[src/rtl/shkey_pkg.sv]
package shkey_pkg;
    localparam int          KEY_W      = 8;
    localparam logic [7:0]  LEFT_MAKE  = 8'h12;
    localparam logic [7:0]  RIGHT_MAKE = 8'h59;
    localparam logic [7:0]  REL_PFX    = 8'hF0;
    localparam logic [7:0]  EXT_PFX    = 8'hE0;

    typedef enum logic {
        ST_IDLE    = 1'b0,
        ST_RELEASE = 1'b1
    } shk_state_t;

    typedef struct packed {
        logic is_left;
        logic is_right;
        logic is_rel;
        logic is_ext;
    } shk_class_t;
endpackage

[src/rtl/shkey_decode.sv]
module shkey_decode
    import shkey_pkg::*;
#(
    parameter int              CODE_W = KEY_W,
    parameter logic [CODE_W-1:0] L_CODE = CODE_W'(LEFT_MAKE),
    parameter logic [CODE_W-1:0] R_CODE = CODE_W'(RIGHT_MAKE),
    parameter logic [CODE_W-1:0] P_CODE = CODE_W'(REL_PFX),
    parameter logic [CODE_W-1:0] E_CODE = CODE_W'(EXT_PFX)
) (
    input  logic [CODE_W-1:0] code,
    output shk_class_t        cls
);
    always_comb begin
        cls.is_left  = (code == L_CODE);
        cls.is_right = (code == R_CODE);
        cls.is_rel   = (code == P_CODE);
        cls.is_ext   = (code == E_CODE);
    end
endmodule

[src/rtl/shkey_fsm.sv]
module shkey_fsm
    import shkey_pkg::*;
(
    input  logic       clk,
    input  logic       rst,
    input  logic       code_valid,
    input  shk_class_t cls,
    output logic       rel_pend,
    output logic       set_l,
    output logic       clr_l,
    output logic       set_r,
    output logic       clr_r
);
    shk_state_t state_q, state_d;

    always_ff @(posedge clk) begin
        if (rst) state_q <= ST_IDLE;
        else     state_q <= state_d;
    end

    always_comb begin
        state_d = state_q;
        set_l   = 1'b0;
        clr_l   = 1'b0;
        set_r   = 1'b0;
        clr_r   = 1'b0;
        if (code_valid) begin
            unique case (state_q)
                ST_IDLE: begin
                    if (cls.is_rel) state_d = ST_RELEASE;
                    set_l = cls.is_left;
                    set_r = cls.is_right;
                end
                ST_RELEASE: begin
                    if (!cls.is_rel && !cls.is_ext) state_d = ST_IDLE;
                    clr_l = cls.is_left;
                    clr_r = cls.is_right;
                end
                default: state_d = ST_IDLE;
            endcase
        end
    end

    assign rel_pend = (state_q == ST_RELEASE);
endmodule

[src/rtl/shkey_flags.sv]
module shkey_flags (
    input  logic clk,
    input  logic rst,
    input  logic set_l,
    input  logic clr_l,
    input  logic set_r,
    input  logic clr_r,
    output logic left_q,
    output logic right_q,
    output logic shift_q
);
    logic left_d, right_d;

    always_comb begin
        left_d  = left_q;
        right_d = right_q;
        if (set_l) left_d  = 1'b1;
        if (clr_l) left_d  = 1'b0;
        if (set_r) right_d = 1'b1;
        if (clr_r) right_d = 1'b0;
    end

    always_ff @(posedge clk) begin
        if (rst) begin
            left_q  <= 1'b0;
            right_q <= 1'b0;
            shift_q <= 1'b0;
        end else begin
            left_q  <= left_d;
            right_q <= right_d;
            shift_q <= left_d | right_d;
        end
    end
endmodule

[src/rtl/shkey_tracker.sv]
module shkey_tracker
    import shkey_pkg::*;
#(
    parameter int CODE_W = KEY_W
) (
    input  logic              clk,
    input  logic              rst,
    input  logic [CODE_W-1:0] code,
    input  logic              code_valid,
    output logic              shift,
    output logic              left_held,
    output logic              right_held
);
    shk_class_t cls;
    logic rel_pend, set_l, clr_l, set_r, clr_r;

    shkey_decode #(.CODE_W(CODE_W)) u_dec (
        .code (code),
        .cls  (cls)
    );

    shkey_fsm u_fsm (
        .clk        (clk),
        .rst        (rst),
        .code_valid (code_valid),
        .cls        (cls),
        .rel_pend   (rel_pend),
        .set_l      (set_l),
        .clr_l      (clr_l),
        .set_r      (set_r),
        .clr_r      (clr_r)
    );

    shkey_flags u_flg (
        .clk     (clk),
        .rst     (rst),
        .set_l   (set_l),
        .clr_l   (clr_l),
        .set_r   (set_r),
        .clr_r   (clr_r),
        .left_q  (left_held),
        .right_q (right_held),
        .shift_q (shift)
    );
endmodule

[config.mk]
export PLATFORM = sky130hd
export DESIGN_NAME = shkey_tracker
export DESIGN_NICKNAME = d
export VERILOG_FILES = /design/src/rtl/shkey_pkg.sv /design/src/rtl/shkey_decode.sv /design/src/rtl/shkey_fsm.sv /design/src/rtl/shkey_flags.sv /design/src/rtl/shkey_tracker.sv
export SDC_FILE = /design/constraint.sdc
export NUM_CORES = 1
export LEC_CHECK = 0
export ABC_AREA = 1
export BUFFER_PORTS_ARGS = -buffer_cell sky130_fd_sc_hd__buf_2
export CAP_MARGIN = 20
export CORE_AREA = 2 2 39 41
export DETAILED_ROUTE_END_ITERATION = 7
export DIE_AREA = 0 0 41 43
export GPL_TIMING_DRIVEN = 1
export PLACE_DENSITY = 0.51
export SLEW_MARGIN = 20
export SYNTH_ARGS = -nofsm -noshare
export SYNTH_HDL_FRONTEND = slang
export SYNTH_SLANG_ARGS = --single-unit
[constraint.sdc]
create_clock -name clk -period 0.9 [get_ports clk]
set_clock_uncertainty 0.05 [all_clocks]
set_input_delay 0.09 -clock clk [delete_from_list [all_inputs] [get_ports clk]]
set_output_delay 0.09 -clock clk [all_outputs]
set_load 0.05 [all_outputs]
==> impl_metrics.json, run 1 <==
{
  "powerDensity_nw_per_um2": 1244,
  "timing.fmax_mhz": 1151,
  "hold_class": "input pin to register",
  "ios": 14,
  "start_kind": "register",
  "period_minus_slack_ns": 0.8691,
  "crit_arrival_ns": 0.73,
  "diodes": 0,
  "die-area_sq_um": 1763,
  "gp_congestion": 0.6792,
  "ir_drop_v": 0.0008971,
  "grt_antenna_before_repair": 0,
  "cts-buffers-inserted": 3,
  "grt.overflow.total": 0,
  "reg2regPathDepth": 3,
  "die_w_um": 41,
  "cts_tree": "built",
  "track_usage": 0.06325,
  "synth_nets": 48,
  "final_cell_mix": "10 x inv_1, 10 x buf_2, 7 x nand2_1, 5 x nand3_1, 3 x clkbuf_4",
  "wl_um": 486,
  "reg2reg_from": "u_fsm.rel_pend",
  "grt_pass1_vias": 214,
  "initial_core_util": 0.1799,
  "clockPowerShare": 0.478,
  "clock_path_buffers": 2,
  "holdPathStages": 2,
  "timing.final.max_slew_violations": 0,
  "ys_types": 13,
  "num-fill-cells": 156,
  "rrSetupSlack_ns": 0.18,
  "crit_buf_inv": 1,
  "critPathCaptureType": "output pin",
  "drt_pre_antenna_iters": 2,
  "switchingPower_w": 0.0001041,
  "hold_buffers": 0,
  "fp.dieH_um": 43,
  "crit_slowest_cell": "dfxtp_2",
  "fin_crit_sh": 0.9657,
  "relSlewSlack": 0.9050,
  "avgSynthCellArea_sq_um": 6.729,
  "swShare": 0.2260,
  "grt_pass1_wl_um": 738,
  "numPortBuffers": 13,
  "ant_nets": 0,
  "drc_errors": 0,
  "tns_ns": 0,
  "path_clk_slew_ns": 0.04,
  "area_growth_pct": 48.74,
  "syn_area_sq_um": 249.0,
  "num_rows": 14,
  "crit_type": "register to output pin",
  "critPathMaxStageDelay_ns": 0.31,
  "finalHoldViolCount": 0,
  "p_seq_frac": 0.394,
  "crit_chain": "buf_4",
  "worstPathRequired_ns": 0.76,
  "hold_ws_ns": 0.008087,
  "htreeDepth": 1,
  "critPathTopFamily": "flip-flops",
  "drive_gt1_frac": 0.4528,
  "cts-root-buf": "clkbuf_4",
  "ys_ff_latch": 4,
  "holdPathEnd": "u_fsm.rel_pend",
  "clock_sinks": 4,
  "netlist_instances": 37,
  "nNetsFinal": 66,
  "grt_max_degree": 5,
  "yosysSeqAreaShare": 0.3216,
  "cp_max_fo": 2,
  "vias": 259,
  "maxCapViolCount": 0,
  "p_leak_nw": 0.2099,
  "routedWlPerCell_um": 7.043,
  "hp-start": "code_valid",
  "hpwl_um": 419.4,
  "status": "completed",
  "drt_iter0_drc": 2,
  "ys_warn_count": 0,
  "r2r-end": "u_flg.shift_q",
  "rsz0062_at_grt": "no",
  "post-cts-setup-buffers": 0,
  "p_int_w": 0.0003566,
  "clkLatencyLatePin_ns": 0.23,
  "vias_per_cell": 3.754,
  "final-setup-viol-count": 0,
  "comb_power_share": 0.128,
  "worstMarginPinSlew_ns": 0.1411,
  "core_sq_um": 1384
}
-- how the worst max path moves through the flow --
| stage | from | to | cells past startpoint |
|---|---|---|---|
| floorplan | u_flg.right_q | u_flg.shift_q | 4 |
| global placement | code[7] | u_flg.shift_q | 6 |
| detailed placement | code[7] | u_flg.shift_q | 6 |
| CTS | u_flg.left_q | left_held | 1 |
| global route | u_flg.right_q | right_held | 1 |
| finish | u_flg.right_q | right_held | 1 |
-- power by group through the flow --
stage	Combinational, W	Clock, W	Sequential (W)
floorplan	0.0000288	0	0.000185
global placement	0.0000587	0	0.000184
detailed placement	0.0000594	0	0.000184
CTS	0.0000600	0.000232	0.000181
global route	0.0000660	0.000244	0.000182
finish	0.0000590	0.000220	0.000181
-- area by class of cell --
type / instances / area, sq um / area share
Clock buffer: 3 / 22.52 / 0.06081
Inverter: 11 / 41.29 / 0.1115
Multi-Input combinational cell: 22 / 127.6 / 0.3446
Sequential cell: 4 / 82.58 / 0.2230
Tap cell: 16 / 20.02 / 0.05405
Timing Repair Buffer: 13 / 76.32 / 0.2061
-- metal layers --
metal	share of wire	track usage	wire [um]
met5	0	0	0
met1	0.43	0.07074	208
met3	0.13	0.06806	61
met2	0.45	0.08750	217
met4	0	0	0
-- registers in the layout, indices dropped and copies added, names as in the netlist --
| name | count |
|---|---|
| u_flg.left_q | 1 |
| u_flg.shift_q | 1 |
| u_fsm.rel_pend | 1 |
| u_flg.right_q | 1 |
-- what timing repair did --
action | in CTS | in global routing
setup endpoints to repair | 3 | 1
pin swaps | 0 | 0
gates resized for setup | 3 | 1
-- cells in the mapped netlist --
cell type  number  area share
a21oi_1         1       0.020
dfxtp_1         4        0.32
inv_1          10        0.15
inv_2           1       0.015
nand2_1         7        0.11
nand2_2         1       0.025
nand3_1         5        0.10
nand3_2         1       0.040
nand4_1         1       0.025
nor2_1          2       0.030
nor2_4          2       0.090
nor2b_4         1       0.055
o21ai_0         1       0.020
-- metrics by stage --
| step | setup slack, ns | power (W) | area [sq um] | util | std cells |
|---|---|---|---|---|---|
| 2_1_floorplan | 0.07452 | 0.0002143 | 251.5 | - | 37 |
| 3_3_place_gp | 0.02381 | 0.0002428 | 336.6 | 0.2432 | 66 |
| 5_1_grt | 0.007740 | 0.0004917 | 370.4 | 0.2676 | 69 |
| 4_1_cts | 0.008942 | 0.0004733 | 366.6 | 0.2649 | 69 |
| 6_report | 0.03091 | 0.0004608 | 370.4 | 0.2676 | 69 |
| 3_5_place_dp | 0.01436 | 0.0002436 | 336.6 | 0.2432 | 66 |
-- cells by family (layout without fill, tap and decap cells) --
group                  count (synthesis)  after routing  share of synthesized area
AO/OA/AOI/OAI                          2              2                    0.04016
buffers and inverters                 11             27                     0.1658
flip-flops                             4              4                     0.3216
AND/OR/NAND/NOR                       20             20                     0.4724
(Power assumes the default switching activity.)
==> inputs of run 2 (changes only) <==
--- a/config.mk
+++ b/config.mk
@@ -5,14 +5,14 @@
 export SDC_FILE = /design/constraint.sdc
 export NUM_CORES = 1
 export LEC_CHECK = 0
-export ABC_AREA = 1
 export BUFFER_PORTS_ARGS = -buffer_cell sky130_fd_sc_hd__buf_2
 export CAP_MARGIN = 20
 export CORE_AREA = 2 2 39 41
 export DETAILED_ROUTE_END_ITERATION = 7
 export DIE_AREA = 0 0 41 43
+export GPL_ROUTABILITY_DRIVEN = 0
 export GPL_TIMING_DRIVEN = 1
-export PLACE_DENSITY = 0.51
+export PLACE_DENSITY = 0.49
 export SLEW_MARGIN = 20
 export SYNTH_ARGS = -nofsm -noshare
 export SYNTH_HDL_FRONTEND = slang
==> constraint.sdc (replaced) <==
create_clock -name clk -period 0.89 [get_ports clk]
set_clock_uncertainty 0.05 [all_clocks]
set_input_delay 0.089 -clock clk [delete_from_list [all_inputs] [get_ports clk]]
set_output_delay 0.089 -clock clk [all_outputs]
set_load 0.05 [all_outputs]
==> impl_metrics.json, run 2 <==
{
  "core_sq_um": 1384,
  "avgSynthCellArea_sq_um": 9.228,
  "ant_nets": 0,
  "diodes": 0,
  "period_minus_slack_ns": 0.8852,
  "grt_antenna_before_repair": 0,
  "hp-start": "code_valid",
  "ios": 14,
  "crit_type": "register to output pin",
  "fin_crit_sh": 0.9946,
  "powerDensity_nw_per_um2": 1198,
  "path_clk_slew_ns": 0.04,
  "wl_um": 512,
  "final_util": 0.3038,
  "ys_types": 17,
  "ys_ff_latch": 4,
  "grt_pass1_wl_um": 814,
  "numPortBuffers": 13,
  "htreeDepth": 1,
  "fp.dieH_um": 43,
  "clock_sinks": 4,
  "synthArstFlopShare": 0,
  "ir_drop_v": 0.0002884,
  "cts-root-buf": "clkbuf_4",
  "synth_nets": 35,
  "critPathMaxStageDelay_ns": 0.35,
  "synth_flop_cell": "dfxtp_1",
  "status": "completed",
  "p_total_w": 0.0005039,
  "p_seq_frac": 0.352,
  "hold_class": "input pin to register",
  "crit_slowest_cell": "dfxtp_4",
  "place_area_sq_um": 351.6,
  "rrSetupSlack_ns": 0.01,
  "reg2reg_from": "u_flg.right_q",
  "syn_area_sq_um": 221.5,
  "drive_gt1_frac": 0.5870,
  "synth_top_cell_area_share": 0.3616,
  "yosysMostFrequentCell": "dfxtp_1",
  "track_usage": 0.07322,
  "vias_per_cell": 3.984,
  "ys_warn_count": 0,
  "crit_chain": "buf_6",
  "final_area_sq_um": 420.4,
  "final_cell_mix": "10 x buf_2, 4 x buf_4, 3 x nand2_1, 3 x clkbuf_4",
  "yosysSeqAreaShare": 0.3616,
  "switchingPower_w": 0.0001134,
  "cp_max_fo": 2,
  "p_leak_nw": 0.1994,
  "area_growth_pct": 89.83,
  "critPathCaptureType": "output pin",
  "finalHoldViolCount": 0,
  "relSlewSlack": 0.8384,
  "synth_edf_count": 0,
  "final_cells": 62,
  "drt_iter0_drc": 3,
  "maxCapViolCount": 0,
  "worstMarginPinSlew_ns": 0.2410,
  "num-fill-cells": 135,
  "grt.overflow.total": 0,
  "initial_core_util": 0.1600,
  "die-area_sq_um": 1763,
  "rsz0062_at_grt": "yes",
  "crit_arrival_ns": 0.75,
  "crit_path_start": "u_flg.right_q",
  "post-synth-top-area-cell": "dfxtp_1",
  "vias": 247,
  "drc_errors": 0,
  "num_rows": 14,
  "clkLatencyLatePin_ns": 0.24,
  "dp.cells": 57,
  "hpwl_um": 426.2,
  "netlist_instances": 24,
  "worstPathRequired_ns": 0.75,
  "start_kind": "register",
  "timing.final.max_slew_violations": 0,
  "die_w_um": 41,
  "timing.fmax_mhz": 1130,
  "routedWlPerCell_um": 8.258,
  "drt_pre_antenna_iters": 3,
  "post-cts-setup-buffers": 0,
  "synth.area.top_cells": "dfxtp_1 36%, mux2i_1 9.0%, and4b_4 6.2%",
  "grt_pass1_vias": 211,
  "cts-buffers-inserted": 3,
  "crit_buf_inv": 1,
  "cts_tree": "built",
  "comb_power_share": 0.142,
  "clock_path_buffers": 2,
  "p_int_w": 0.0003905,
  "final-setup-viol-count": 0,
  "clockPowerShare": 0.506,
  "grt_max_degree": 5,
  "swShare": 0.2250,
  "critPathTopFamily": "flip-flops",
  "layout_commonest_cell": "buf_2",
  "nNetsFinal": 58,
  "synth_commonest_cells": "4 x dfxtp_1, 3 x nand2_1, 2 x mux2i_1, 2 x nand2b_1"
}
-- run 2: layer usage --
| layer | share of wire | GRT usage | routed length [um] | vias to the layer above |
|---|---|---|---|---|
| met5 | 0 | 0 | 0 | - |
| met4 | 0 | 0.06000 | 0 | 0 |
| met3 | 0.12 | 0.04712 | 60 | 0 |
| met2 | 0.40 | 0.07500 | 206 | 14 |
| met1 | 0.48 | 0.09936 | 246 | 100 |
| li1 | - | - | - | 133 |
-- run 2: cell type report --
cell class                 count  area (sq um)  area share
tap                           16         20.02     0.04762
sequential                     4         87.58      0.2083
multi-input combinational     20         158.9      0.3780
timing repair buffer          18         127.6      0.3036
clock buffer                   4         26.28     0.06250
-- run 2: worst paths after layout --
path                    end  cells past startpoint
min reg2reg   u_flg.right_q                      2
max reg2reg   u_flg.shift_q                      3
min          u_fsm.rel_pend                      3
max              right_held                      1
-- run 2: cells by family after synthesis --
family,synth area share
muxes,0.09040
and+or+nand+nor,0.3899
AOI/OAI and AO/OA,0.1582
DFF,0.3616
-- run 2: per-stage QoR --
stage | hold slack [ns] | setup slack, ns | TNS (ns)
detailed placement | 0.2535 | -0.1807 | -0.5365
global route | 0.08206 | -0.04287 | -0.08499
floorplan | 0.1118 | -0.06697 | -0.06697
global placement | 0.2539 | -0.1573 | -0.4541
finish | 0.08168 | 0.004800 | 0
CTS | 0.07114 | -0.02444 | -0.03850
-- run 2: power by group through the flow --
stage,registers [W],logic [W],clock network [W]
2_1_floorplan,0.000182,0.0000210,0
6_report,0.000177,0.0000715,0.000255
5_1_grt,0.000177,0.0000776,0.000287
4_1_cts,0.000177,0.0000685,0.000274
3_5_place_dp,0.000180,0.0000647,0
3_3_place_gp,0.000180,0.0000647,0
-- run 2: what timing repair did --
item                                    4_1_cts  5_1_grt
endpoints found under the setup margin        4        5
pin swaps                                     1        1
hold buffers                                  1        0
hold endpoints to repair                      1        0
gates resized for setup                       5        4
cloned                                        0        0
